## src/rtl/hb_pkg.sv

```systemverilog
package hb_pkg;
   typedef enum logic [1:0] {
      LEG_OFF  = 2'd0,
      LEG_HIGH = 2'd1,
      LEG_LOW  = 2'd2
   } leg_state_e;

   localparam int unsigned LEGS = 2;
   // async inputs per leg: dir, en, ot, sat, open; plus shared pwm and test
   localparam int unsigned PER_LEG_INPUTS = 5;
   localparam int unsigned SHARED_INPUTS  = 2;
endpackage

```

## src/rtl/hb_sync.sv

```systemverilog
module hb_sync #(
   parameter int unsigned W      = 1,
   parameter int unsigned STAGES = 2
) (
   input  logic         clk,
   input  logic         rst_n,
   input  logic [W-1:0] d,
   output logic [W-1:0] q
);
   initial assert (STAGES >= 2) else $error("hb_sync: STAGES must be at least 2");
   initial assert (W >= 1) else $error("hb_sync: W must be at least 1");

   logic [W-1:0] pipe [STAGES];

   for (genvar k = 0; k < STAGES; k++) begin : g_stage
      if (k == 0) begin : g_first
         always_ff @(posedge clk) begin
            if (!rst_n) pipe[k] <= '0;
            else        pipe[k] <= d;
         end
      end else begin : g_next
         always_ff @(posedge clk) begin
            if (!rst_n) pipe[k] <= '0;
            else        pipe[k] <= pipe[k-1];
         end
      end
   end

   assign q = pipe[STAGES-1];
endmodule

```

## src/rtl/hb_fault_latch.sv

```systemverilog
module hb_fault_latch (
   input  logic clk,
   input  logic rst_n,
   input  logic dir_s,
   input  logic test_s,
   input  logic ot_s,
   input  logic sat_s,
   input  logic open_s,
   input  logic ls_on,
   output logic fault_q,
   output logic block_o
);
   logic dir_prev;
   logic dir_rise;
   logic fault_ev;

   assign dir_rise = dir_s & ~dir_prev;
   // saturation is only meaningful while the low side conducts
   assign fault_ev = test_s ? open_s : (ot_s | (sat_s & ls_on));

   always_ff @(posedge clk) begin
      if (!rst_n) begin
         dir_prev <= 1'b0;
         fault_q  <= 1'b0;
      end else begin
         dir_prev <= dir_s;
         if (fault_ev)      fault_q <= 1'b1;
         else if (dir_rise) fault_q <= 1'b0;
      end
   end

   // a new event blocks the leg in the same cycle it is latched
   assign block_o = fault_q | fault_ev;

   AST_FAULT_LATCHES: assert property (@(posedge clk) disable iff (!rst_n)
      fault_ev |=> fault_q) else $error("fault event not latched");
   AST_LATCH_HOLDS: assert property (@(posedge clk) disable iff (!rst_n)
      (fault_q && !dir_rise) |=> fault_q) else $error("latch cleared without rising edge");
endmodule

```

## src/rtl/hb_leg_fsm.sv

```systemverilog
module hb_leg_fsm
   import hb_pkg::*;
#(
   parameter int unsigned DEAD_CYC = 3
) (
   input  logic       clk,
   input  logic       rst_n,
   input  leg_state_e want,
   output logic       hs_o,
   output logic       ls_o
);
   initial assert (DEAD_CYC >= 1) else $error("hb_leg_fsm: DEAD_CYC must be at least 1");

   localparam int unsigned CW = $clog2(DEAD_CYC + 1);
   localparam logic [CW-1:0] GAP_FULL = CW'(DEAD_CYC);
   localparam logic [CW-1:0] GAP_ONE  = CW'(1);

   leg_state_e    cur;
   logic [CW-1:0] gap;

   always_ff @(posedge clk) begin
      if (!rst_n) begin
         cur <= LEG_OFF;
         gap <= GAP_FULL;
      end else if (cur == LEG_OFF) begin
         if (want != LEG_OFF && gap >= GAP_FULL) cur <= want;
         else if (gap < GAP_FULL)                gap <= gap + GAP_ONE;
      end else if (want != cur) begin
         // turn-off is immediate; turn-on waits for the gap
         cur <= LEG_OFF;
         gap <= GAP_ONE;
      end
   end

   assign hs_o = (cur == LEG_HIGH);
   assign ls_o = (cur == LEG_LOW);

   AST_NO_SHOOT_THROUGH: assert property (@(posedge clk) disable iff (!rst_n)
      !(hs_o && ls_o)) else $error("both switches on");
   AST_LS_OFF_BEFORE_HS: assert property (@(posedge clk) disable iff (!rst_n)
      $fell(ls_o) |-> !hs_o) else $error("high side on as low side fell");
   AST_HS_OFF_BEFORE_LS: assert property (@(posedge clk) disable iff (!rst_n)
      $rose(ls_o) |-> !$past(hs_o)) else $error("low side directly after high side");
endmodule

```

## src/rtl/hbridge_ctrl.sv

```systemverilog
module hbridge_ctrl
   import hb_pkg::*;
#(
   parameter int unsigned DEAD_CYC    = 3,
   parameter int unsigned SYNC_STAGES = 2
) (
   input  logic       clk,
   input  logic       rst_n,
   input  logic [1:0] dir_i,
   input  logic       pwm_i,
   input  logic       test_i,
   input  logic [1:0] en_i,
   input  logic [1:0] ot_i,
   input  logic [1:0] sat_i,
   input  logic [1:0] open_i,
   output logic [1:0] hs_o,
   output logic [1:0] ls_o,
   output logic [1:0] diag_pd_o,
   output logic [1:0] fault_o
);
   localparam int unsigned SW = LEGS * PER_LEG_INPUTS + SHARED_INPUTS;

   logic [SW-1:0]   raw_in;
   logic [SW-1:0]   syn;
   logic [LEGS-1:0] dir_s, en_s, ot_s, sat_s, open_s;
   logic            pwm_s, test_s;
   logic [LEGS-1:0] fault_q;

   assign raw_in = {pwm_i, test_i, dir_i, en_i, ot_i, sat_i, open_i};

   hb_sync #(.W(SW), .STAGES(SYNC_STAGES)) u_sync (
      .clk   (clk),
      .rst_n (rst_n),
      .d     (raw_in),
      .q     (syn)
   );

   assign {pwm_s, test_s, dir_s, en_s, ot_s, sat_s, open_s} = syn;

   for (genvar i = 0; i < LEGS; i++) begin : g_leg
      leg_state_e want;
      logic       blk;

      hb_fault_latch u_latch (
         .clk     (clk),
         .rst_n   (rst_n),
         .dir_s   (dir_s[i]),
         .test_s  (test_s),
         .ot_s    (ot_s[i]),
         .sat_s   (sat_s[i]),
         .open_s  (open_s[i]),
         .ls_on   (ls_o[i]),
         .fault_q (fault_q[i]),
         .block_o (blk)
      );

      always_comb begin
         if (blk || !en_s[i])  want = LEG_OFF;
         else if (test_s)      want = dir_s[i] ? LEG_HIGH : LEG_OFF;
         else if (dir_s[i])    want = LEG_HIGH;
         else if (pwm_s)       want = LEG_LOW;
         else                  want = LEG_OFF;
      end

      hb_leg_fsm #(.DEAD_CYC(DEAD_CYC)) u_fsm (
         .clk   (clk),
         .rst_n (rst_n),
         .want  (want),
         .hs_o  (hs_o[i]),
         .ls_o  (ls_o[i])
      );

      AST_ENABLE_LOW_OFF: assert property (@(posedge clk) disable iff (!rst_n)
         !en_s[i] |=> (!hs_o[i] && !ls_o[i])) else $error("disabled leg conducts");
      AST_FAULT_LEG_OFF: assert property (@(posedge clk) disable iff (!rst_n)
         fault_q[i] |-> (!hs_o[i] && !ls_o[i])) else $error("faulted leg conducts");
   end

   assign diag_pd_o = fault_q;
   assign fault_o   = fault_q;

   AST_PWM_LOW_NO_LS: assert property (@(posedge clk) disable iff (!rst_n)
      !pwm_s |=> (ls_o == '0)) else $error("low side on with pwm low");
   AST_TEST_NO_LS: assert property (@(posedge clk) disable iff (!rst_n)
      test_s |=> (ls_o == '0)) else $error("low side on in test mode");
endmodule

```

## config.mk

```make
export PLATFORM = sky130hd
export DESIGN_NAME = hbridge_ctrl
export DESIGN_NICKNAME = d
export VERILOG_FILES = /design/src/rtl/hb_pkg.sv /design/src/rtl/hb_sync.sv /design/src/rtl/hb_fault_latch.sv /design/src/rtl/hb_leg_fsm.sv /design/src/rtl/hbridge_ctrl.sv
export SDC_FILE = /design/constraint.sdc
export NUM_CORES = 1
export LEC_CHECK = 0
export ABC_AREA = 1
export BUFFER_PORTS_ARGS = -buffer_cell sky130_fd_sc_hd__buf_2
export CORE_AREA = 2 2 53 79
export CTS_BUF_LIST = sky130_fd_sc_hd__clkbuf_16
export CTS_CLUSTER_SIZE = 8
export DETAILED_ROUTE_END_ITERATION = 8
export DIE_AREA = 0 0 55 81
export GPL_ROUTABILITY_DRIVEN = 1
export PLACE_DENSITY = 0.55
export SLEW_MARGIN = 0
export SYNTH_ARGS = -nofsm -noshare
export SYNTH_HDL_FRONTEND = slang
export SYNTH_SLANG_ARGS = --single-unit
```

## constraint.sdc

```tcl
create_clock -name clk -period 1.4 [get_ports clk]
set_input_delay 0.28 -clock clk [delete_from_list [all_inputs] [get_ports clk]]
set_output_delay 0.28 -clock clk [all_outputs]
set_load 0.01 [all_outputs]
```

==> metrics.log <==
[metrics] run status: finished, final reports clean
[metrics] via count of the first global-routing pass: 982
[metrics] required time at the worst-slack endpoint: 1.56 ns
[metrics] starting utilization of the core area: 0.3753
[metrics] overall die height: 81 µm
[metrics] Antenna Cells: 0
[metrics] smallest setup slack after layout: 0.1199 ns
[metrics] leading cell type by number of instances after synthesis: nand2_1
[metrics] Synth Instances: 203
[metrics] CTS Sinks: 36
[metrics] fin nets: 240
[metrics] Post-Synthesis Net Count: 219
[metrics] Yosys top cell area share: 0.4983
[metrics] global-route track usage on met2: 0.1952
[metrics] EDFF count, synth: 0
[metrics] Max Slew Vio Count: 0
[metrics] mean area per synthesized cell: 7.125 µm²
[metrics] commonest cells in the synthesized netlist: nand2_1, inv_1, dfxtp_1
[metrics] Num CTS Buffers: 5
[metrics] Worst Path Class, Setup: flop to flop
[metrics] Port-buffer cells: 21
[metrics] met1 routing resource usage after global routing: 0.1332
[metrics] average detailed-routed wire length per instance: 8.617 µm
[metrics] Fin Clk Skew: 0.002424 ns
[metrics] area enclosed by the die boundary: 4455 µm²
[metrics] clock slew at reported path FFs: 0.05 ns
[metrics] most crowded layer after global routing: met2
[metrics] global-route congestion overflow total: 0
[metrics] Area Overhead vs Synth: 22.15%
[metrics] Final Setup Violations: 0
[metrics] arrival time reported for the critical path endpoint: 1.44 ns
[metrics] number of antenna violations at the first check in global routing: 0
[metrics] Top FF cell, synth: dfxtp_1
[metrics] Worst Tran Pin Value: 0.2601 ns
[metrics] share of final-layout standard cells stronger than drive strength 1: 0.2188
[metrics] worst ir drop on vdd: 0.9269 mV
[metrics] fraction of power spent switching nets: 0.3066
[metrics] FF+latch count, synth: 36
[metrics] Routed WL: 2318 µm
[metrics] H-tree levels: 2
[metrics] leak pwr: 1.030 nW
[metrics] path type of the worst min-delay path: primary input to flop
[metrics] TritonCTS clock tree: built
[metrics] share of async-settable or async-resettable flops after synthesis: 0
[metrics] fraction of power consumed by the clock network: 0.327
[metrics] final hold slack: 0.1860 ns
[metrics] weighted congestion at the end of routability-driven global placement: 0.7681
[metrics] worst-case headroom to the max-slew limit: 0.8256
[metrics] mean number of vias per cell: 4.238
[metrics] total number of yosys warnings: 0
[metrics] worst setup timing slack at the placement stage: 0.01208 ns
[metrics] max-cap viol count: 0
[metrics] maximum fanout along the worst path: 5
[metrics] Synth area leader: dfxtp_1
[metrics] portion of the post-synthesis area used by sequential elements: 0.4983
[metrics] remaining number of nets flagged by the antenna check after routing: 0
[metrics] Longest Clk Path Bufs: 2
[metrics] f_max: 781.2 MHz
[metrics] Chip Width: 55 µm
[metrics] logic gate share of total power: 0.269
[metrics] global routing usage on met3: 0.03860
[metrics] io pins: 22
[metrics] power per cell area: 1752 nW/µm²
[metrics] instance area after placement: 1575 µm²
[metrics] Internal: 2.146 mW
[metrics] sequential share of power: 0.405
[metrics] aggregate negative setup slack: 0 ns
[metrics] kind of start point of the critical path: flop
[metrics] Std-Cell Core Area: 3854 µm²
[metrics] final total power: 3.095 mW
[metrics] final worst path period need: 1.280 ns
[metrics] via count: 1140
[metrics] overall fraction of global-route tracks in use: 0.1220
[metrics] Final period util: 0.9144
[metrics] biggest area contributors in the synthesized netlist: dfxtp_1, nand2_1, inv_1
[metrics] post-route cell area: 1767 µm²
[metrics] Mapped Area: 1446 µm²
[metrics] HPWL after DPL: 1617 µm
[metrics] root buffer cell: clkbuf_16
[metrics] clk_lat worst skew: 0.27 ns
[metrics] Core Rows: 28
[metrics] maximum number of pins on one net before global-route repair: 26
[metrics] number of iterations in the first detailed-routing pass: 4
[metrics] count of cell types in the netlist: 15
[metrics] detailed-route DRC error count: 0
[metrics] switching power total: 0.9489 mW
[metrics] Worst setup EP type: flop
[metrics] count of routing violations after the opening detailed-route iteration: 17
[metrics] global-route wire length before repair: 3912 µm
[metrics] hold violation count in the final report: 0
## critical path, cell delays in order (launching register included)
cell     delay (ns)
dfxtp_4        0.36
inv_2          0.04
nand3_1        0.07
nand2_1        0.07
nand2_2        0.12
nand3_2        0.10
nand2_1        0.07
nand2_1        0.08
inv_2          0.10
nand2_1        0.05
nand2_1        0.05
nand3_1        0.05
## worst paths after layout
path	slack, ns	to	depth (start not counted)	from
worst min register to register	0.40	u_sync.pipe[1][3]	2	u_sync.pipe[0][3]
worst max register to register	0.12	g_leg[0].u_fsm.gap[0]	11	g_leg[0].u_fsm.cur[0]
worst min-delay path	0.19	u_sync.pipe[0][1]	3	open_i[1]
worst max-delay path	0.12	g_leg[0].u_fsm.gap[0]	11	g_leg[0].u_fsm.cur[0]
## layout by cell type, fill, tap and decap left out
cell type  Yosys  routed
a21oi_1        2       2
buf_12         0       1
buf_2          0      21
buf_4          8       4
clkbuf_16      0       5
clkinv_1       0       2
dfxtp_1       36      33
dfxtp_2        0       2
dfxtp_4        0       1
ha_1           2       2
inv_1         45      43
inv_2          0       2
nand2_1       50      50
nand2_2        3       3
nand3_1       17      13
nand3_2        0       3
nand3_4        0       1
nor2_1        28      25
nor2_2         1       4
nor3_2         0       2
o211ai_1       2       2
o21ai_0        2       2
xnor2_1        1       1
## per-layer routing
metal | wire length, µm | vias to the layer above
met5 | 0 | -
met4 | 55 | 0
met3 | 110 | 5
met2 | 1189 | 24
met1 | 962 | 486
li1 | - | 625
## layout make-up
class / instances / area, µm²
Fill cell: 431 / 2087
Sequential cell: 36 / 726.9
Multi-Input combinational cell: 110 / 526.8
Inverter: 45 / 168.9
Timing Repair Buffer: 26 / 155.1
Clock buffer: 5 / 125.1
Tap cell: 45 / 56.30
Clock inverter: 2 / 7.507
## timing repair
action / in CTS / in global routing
endpoints found under the hold margin: 0 / 0
hold buffers: 0 / 0
setup buffers: 0 / 1
gates resized for setup: 0 / 16
endpoints found under the setup margin: 0 / 7
## per-stage QoR
| step | util | cells |
|---|---|---|
| CTS | 0.4432 | 268 |
| floorplan | - | 203 |
| detailed placement | 0.4088 | 261 |
| finish | 0.4584 | 269 |
| global route | 0.4584 | 269 |
| global placement | 0.4088 | 261 |
## power by group through the flow
stage	clock network, mW	logic, mW	registers (mW)
after floorplan	0	0.669	1.25
after global placement	0	0.800	1.26
after detailed placement	0	0.811	1.27
after CTS	1.04	0.820	1.24
after global routing	1.07	0.982	1.27
final	1.01	0.831	1.25
## flip-flops by register name, indices dropped and copies added (netlist names)
signal / flops
g_leg.u_fsm.cur: 4
g_leg.u_latch.fault_q: 2
g_leg.u_fsm.gap: 4
g_leg.u_latch.dir_prev: 2
u_sync.pipe: 24
## kinds of logic (layout without fill, tap and decap cells)
kind of cell               after synthesis  count (layout)  share of synthesized area
buffers and inverters                   57              78                     0.1687
AOI/OAI and AO/OA                        6               6                    0.02422
DFF                                     36              36                     0.4983
and+or+nand+nor                        101             101                     0.2855
adders and majority gates                2               2                    0.01730
xor gates and xnor gates                 1               1                   0.006056
Note: power is estimated with default switching activity, not from simulation.
